File: src/rtl/nand_seq.sv
module nand_seq #(
  parameter int IDX_W  = 24,
  parameter int BLK_W  = 16,
  parameter int SETTLE = 2
) (
  input  logic             clk,
  input  logic             rst_n,
  input  logic             req_valid,
  output logic             req_ready,
  input  logic [2:0]       req_op,
  input  logic [IDX_W-1:0] req_index,
  input  logic             cfg_small_pages,
  input  logic             cfg_normal_blocks,
  input  logic             cfg_ext_addr,
  input  logic [BLK_W-1:0] cfg_block_count,
  input  logic             ctrl_ready,
  input  logic             nand_rb,
  output logic             bus_cle,
  output logic             bus_ale,
  output logic             bus_we,
  output logic             bus_re,
  output logic [7:0]       bus_byte,
  input  logic [7:0]       bus_din,
  output logic             pay_wait,
  input  logic             pay_done,
  output logic             done,
  output logic [1:0]       result,
  output logic [7:0]       status_byte
);
  localparam int SW = (SETTLE < 2) ? 1 : $clog2(SETTLE + 1);
  localparam logic [2:0] OP_RST = 3'd0, OP_ID = 3'd1, OP_STAT = 3'd2,
                         OP_READ = 3'd3, OP_PROG = 3'd4, OP_ERASE = 3'd5;
  localparam logic [1:0] RES_OK = 2'd0, RES_FAIL = 2'd1, RES_BAD = 2'd2;

  typedef enum logic [3:0] {
    S_IDLE, S_CMD1, S_ADDR, S_PAY, S_CMD2, S_SETTLE, S_WAIT, S_SCMD, S_SRD, S_DONE
  } st_t;

  st_t         st;
  logic [2:0]  op_q;
  logic [7:0]  cmd1_q, cmd2_q;
  logic        has2_q;
  logic [39:0] addr_q;
  logic [2:0]  acnt_q;
  logic [1:0]  res_q;
  logic [7:0]  stat_q;
  logic [SW-1:0] cnt;

  logic [2:0]  shift_c, acnt_c;
  logic [63:0] pages_c;
  logic [23:0] row_c;
  logic [39:0] abytes_c;
  logic [7:0]  c1_c, c2_c;
  logic        has2_c, bad_c;
  logic        accept;

  assign req_ready = (st == S_IDLE) && ctrl_ready && nand_rb;
  assign accept    = req_valid && req_ready;

  always_comb begin
    shift_c  = cfg_small_pages ? 3'd5 : (cfg_normal_blocks ? 3'd6 : 3'd7);
    pages_c  = 64'(cfg_block_count) << shift_c;
    row_c    = 24'(req_index);
    abytes_c = '0;
    acnt_c   = '0;
    c1_c     = 8'h00;
    c2_c     = 8'h00;
    has2_c   = 1'b0;
    bad_c    = 1'b0;
    if (req_op == OP_READ || req_op == OP_PROG) begin
      if (cfg_small_pages) begin
        abytes_c = {8'h00, row_c, 8'h00};
        acnt_c   = 3'd3 + {2'b00, cfg_ext_addr};
      end else begin
        abytes_c = {row_c, 16'h0000};
        acnt_c   = 3'd4 + {2'b00, cfg_ext_addr};
      end
      bad_c = 64'(req_index) >= pages_c;
    end
    case (req_op)
      OP_RST:  c1_c = 8'hFF;
      OP_ID:   begin c1_c = 8'h90; acnt_c = 3'd1; end
      OP_STAT: c1_c = 8'h70;
      OP_READ: begin c1_c = 8'h00; c2_c = 8'h30; has2_c = !cfg_small_pages; end
      OP_PROG: begin c1_c = 8'h80; c2_c = 8'h10; has2_c = 1'b1; end
      OP_ERASE: begin
        c1_c     = 8'h60;
        c2_c     = 8'hD0;
        has2_c   = 1'b1;
        abytes_c = {16'h0000, row_c << shift_c};
        acnt_c   = 3'd2 + {2'b00, cfg_ext_addr};
        bad_c    = 64'(req_index) >= 64'(cfg_block_count);
      end
      default: bad_c = 1'b1;
    endcase
  end

  always_ff @(posedge clk) begin
    if (!rst_n) begin
      st     <= S_IDLE;
      op_q   <= '0;
      cmd1_q <= '0;
      cmd2_q <= '0;
      has2_q <= 1'b0;
      addr_q <= '0;
      acnt_q <= '0;
      res_q  <= RES_OK;
      stat_q <= '0;
      cnt    <= '0;
    end else begin
      cnt <= '0;
      case (st)
        S_IDLE: if (accept) begin
          op_q   <= req_op;
          cmd1_q <= c1_c;
          cmd2_q <= c2_c;
          has2_q <= has2_c;
          addr_q <= abytes_c;
          acnt_q <= acnt_c;
          if (bad_c) begin
            res_q <= RES_BAD;
            st    <= S_DONE;
          end else begin
            st <= S_CMD1;
          end
        end
        S_CMD1: begin
          if (acnt_q != 3'd0)      st <= S_ADDR;
          else if (op_q == OP_STAT) st <= S_SRD;
          else                      st <= S_SETTLE;
        end
        S_ADDR: begin
          addr_q <= addr_q >> 8;
          acnt_q <= acnt_q - 3'd1;
          if (acnt_q == 3'd1) begin
            if (op_q == OP_PROG) st <= S_PAY;
            else if (has2_q)     st <= S_CMD2;
            else                 st <= S_SETTLE;
          end
        end
        S_PAY:    if (pay_done) st <= S_CMD2;
        S_CMD2:   st <= S_SETTLE;
        S_SETTLE: begin
          cnt <= cnt + 1'b1;
          if (cnt == SW'(SETTLE - 1)) st <= S_WAIT;
        end
        S_WAIT: if (nand_rb) begin
          if (op_q == OP_ERASE || op_q == OP_PROG) st <= S_SCMD;
          else begin
            res_q <= RES_OK;
            st    <= S_DONE;
          end
        end
        S_SCMD: st <= S_SRD;
        S_SRD: begin
          stat_q <= bus_din;
          if (op_q == OP_STAT) res_q <= RES_OK;
          else res_q <= (bus_din[6] && !bus_din[0]) ? RES_OK : RES_FAIL;
          st <= S_DONE;
        end
        S_DONE:  st <= S_IDLE;
        default: st <= S_IDLE;
      endcase
    end
  end

  assign bus_cle  = (st == S_CMD1) || (st == S_CMD2) || (st == S_SCMD);
  assign bus_ale  = (st == S_ADDR);
  assign bus_we   = bus_cle || bus_ale;
  assign bus_re   = (st == S_SRD);
  assign bus_byte = (st == S_CMD1) ? cmd1_q :
                    (st == S_CMD2) ? cmd2_q :
                    (st == S_SCMD) ? 8'h70  :
                    (st == S_ADDR) ? addr_q[7:0] : 8'h00;
  assign pay_wait    = (st == S_PAY);
  assign done        = (st == S_DONE);
  assign result      = res_q;
  assign status_byte = stat_q;


  strobe_excl_chk: assert property (@(posedge clk) disable iff (!rst_n)
    $onehot0({bus_cle, bus_ale, bus_re}));


  done_pulse_chk: assert property (@(posedge clk) disable iff (!rst_n)
    done |=> !done);


  fail_source_chk: assert property (@(posedge clk) disable iff (!rst_n)
    (done && result == RES_FAIL) |-> (op_q == OP_ERASE || op_q == OP_PROG));


  reject_fast_chk: assert property (@(posedge clk) disable iff (!rst_n)
    (done && result == RES_BAD) |-> ($past(st) == S_IDLE && $past(req_valid)));


  pay_hold_chk: assert property (@(posedge clk) disable iff (!rst_n)
    (pay_wait && !pay_done) |=> !bus_we);


  status_after_ready_chk: assert property (@(posedge clk) disable iff (!rst_n)
    (st == S_SCMD) |-> $past(nand_rb));
endmodule

File: config.mk
export PLATFORM = sky130hd
export DESIGN_NAME = nand_seq
export DESIGN_NICKNAME = d
export VERILOG_FILES = /design/src/rtl/nand_seq.sv
export SDC_FILE = /design/constraint.sdc
export NUM_CORES = 1
export LEC_CHECK = 0
export BUFFER_PORTS_ARGS = -buffer_cell sky130_fd_sc_hd__clkbuf_2
export CORE_MARGIN = 2
export CORE_UTILIZATION = 58
export DETAILED_ROUTE_END_ITERATION = 16
export GPL_TIMING_DRIVEN = 1
export PLACE_DENSITY = 0.83
export SLEW_MARGIN = 10
export SYNTH_ARGS = -nofsm -noshare
export SYNTH_HDL_FRONTEND = slang
export SYNTH_SLANG_ARGS = --single-unit
File: constraint.sdc
create_clock -name clk -period 3.6 [get_ports clk]
set_input_delay 0 -clock clk [delete_from_list [all_inputs] [get_ports clk]]
set_output_delay 0 -clock clk [all_outputs]
set_load 0.05 [all_outputs]
==> metrics.yaml <==
critical_path:
  cp-start-kind: "register"
  crit_buf_inv: 3
  cpPeakStageDelay_ps: 810
  end_kind: "output pin"
  crit_fanout: 41
  crit_path_cell_trace: "or4b_1 -> inv_2 -> buf_4 -> or2_2 -> clkbuf_2"
  arrival_ps: 2940
  crit_slowest_cell: "or4b_1"
  path_delay_family: "simple AND/OR/NAND/NOR gates"
  crit_required_ps: 3600
  worstSetupPathType: "reg2out"
clock_tree:
  cts_buffer_depth: 2
  htree_levels: 3
  root_buffer: "clkbuf_8"
  clkSlewWorstSetupHoldPaths_ps: 80
  numCtsBuffers: 9
  cts_resized: 0
  cts_tree: "done"
  clk-insertion-delay-late_ps: 350
  cts_sinks: 70
timing:
  rsz0062_at_grt: "false"
  timing.final.crit_share_pct: 81.6
  fmax_mhz: 340
  slew_violations: 0
  tightest_slew_ps: 905
  tns_ps: 0
  period_minus_slack_ps: 2940
  finalSetupViolCount: 0
  slew_headroom_pct: 39.4
  hold_viol_final: 0
  worst_clock_skew_ps: 12.9
logic_synthesis:
  yosysTopAreaCell: "dfxtp_1"
  synth_commonest_cells: "dfxtp_1 (70), nand2_1 (69), nor2_1 (57)"
  ys_ff_latch: 70
  synth_warnings: 0
  synthArstFlopShare_pct: 0
  ys.flop_type: "dfxtp_1"
  syn_inst: 684
  yosysSeqAreaShare_pct: 26.4
  synth_nets: 784
  synth_area_sq_um: 5300
  synth_cell_types: 62
  synth_edf_count: 0
  synth_area_leaders: "dfxtp_1 (26%), ha_1 (9.4%), mux2i_1 (7.9%)"
  yosysMostFrequentCell: "dfxtp_1"
  avgSynthCellArea_sq_um: 7.75
  synth_top_area_share_pct: 26.4
cells_and_area:
  n_antenna_cell: 0
  multi_input_area_sq_um: 3580
  final_util_pct: 68.7
  final_layout_size_suffix_gt1_share_pct: 17.7
  seq_area_sq_um: 1400
  fillCellCount: 738
  syn_to_final_growth_pct: 14.0
  nets: 850
grt:
  overflow: 0
  antenna_found_initial: 0
  grt_usage_pct: 30.7
  grt_pass1_wl_mm: 24.8
  grt_start_max_net_pins: 43
  grt_pass1_vias: 5100
worst_hold_path:
  hp-class: "in2reg"
power_and_ir_drop:
  p_per_area_nw_per_um2: 518
  p_leak_uw: 0.00267
  ir_drop_mv: 0.396
placement:
  io_buffers: 84
  globalplace.congestion: 0.956
  dp_hpwl_mm: 10.8
floorplan:
  die-width_microns: 99.6
  core_area_sq_um: 8810
  ios: 85
  die_h_microns: 99.6
  dieArea_sq_um: 9920
  start_util_pct: 60.2
  core.rowCount: 34
status:
  status: "finished, final reports clean"
drt:
  num_vias: 5390
  drc: 0
  drt-total-wl_mm: 15.0
  avgRoutedWirePerCell_microns: 17.4
  antenna_left: 0
  dr.first_iter.drc_count: 430
  via_per_inst: 6.25
  dr.pass1.iters: 5
flow_run:
  maxCapViolCount: 0
[worst reg2reg max path, delay by kind of cell (launching register included)]
kind,cells,cell delay (ps)
compound gates,1,150
flops,1,540
simple gates,5,2060
[metrics by stage]
step | setup WS [ps] | hold slack (ps) | cells | area (sq um) | total power (uW)
after floorplan | 772 | 145 | 684 | 5300 | 2090
after global placement | 917 | 236 | 836 | 5720 | 2360
after detailed placement | 840 | 243 | 836 | 5720 | 2410
after CTS | 702 | 7.70 | 863 | 6050 | 3120
after global routing | 484 | 54.0 | 863 | 6050 | 3330
final | 662 | 19.4 | 863 | 6050 | 3130
[what timing repair did]
item,in CTS,in global routing
endpoints found under the hold margin,11,0
hold buffers,11,0
buffers inserted,0,0
[power by group]
group / internal (uW) / switching (uW)
sequential: 916 / 138
combinational: 501 / 873
clock: 392 / 313
[cell families (layout without fill, tap and decap cells)]
| group | after synthesis | count (layout) | synth area share [%] |
|---|---|---|---|
| other | 1 | 1 | 0.0707 |
| AND/OR/NAND/NOR | 253 | 253 | 23.8 |
| buffers and inverters | 78 | 149 | 5.99 |
| flip-flops | 70 | 70 | 26.4 |
| adder cells (fa/ha/maj) | 40 | 40 | 9.44 |
| AO/OA/AOI/OAI | 193 | 193 | 24.9 |
| multiplexers | 49 | 49 | 9.42 |
[placed cells by master (no fill, tap or decap), types with 21 or more instances in the layout]
cell / instances
inv_1: 27
nor3_1: 34
clkbuf_2: 84
nor2b_1: 21
nor2_1: 57
mux2i_1: 42
a21oi_1: 51
dfxtp_1: 70
nand2_1: 69
ha_1: 40
o21ai_0: 30
[area by class of cell]
class                      count  share of cell area (%)
clock buffer                   9                    2.05
clock inverter                 7                    1.59
inverter                      29                    1.80
multi-input combinational    536                    59.3
sequential                    70                    23.2
tap                          108                    2.24
timing repair buffer         104                    9.89
[registers in the layout (all words and copies together) (netlist names)]
signal	flops
acnt_q	3
addr_q	40
cmd1_q	4
cmd2_q	3
cnt	2
has2_q	1
op_q	3
result	2
st	4
status_byte	8
[per-layer routing]
metal / routed length (microns) / vias to the layer above / GRT usage, %
met5: 0 / - / 0
met4: 353 / 0 / 10.1
met3: 965 / 33 / 5.06
met2: 7390 / 231 / 53.1
met1: 6280 / 2499 / 39.0
li1: - / 2627 / -
[final timing paths]
path                            slack (ps)  depth (start not counted)          start          to
worst max register to register         780                          6          st[1]  addr_q[39]
worst max-delay path                   660                          5          st[1]      bus_we
worst min register to register         440                          1         cnt[0]      cnt[0]
worst min-delay path                    20                          3  req_index[20]  addr_q[36]
Power figures use the tool's default switching activity.
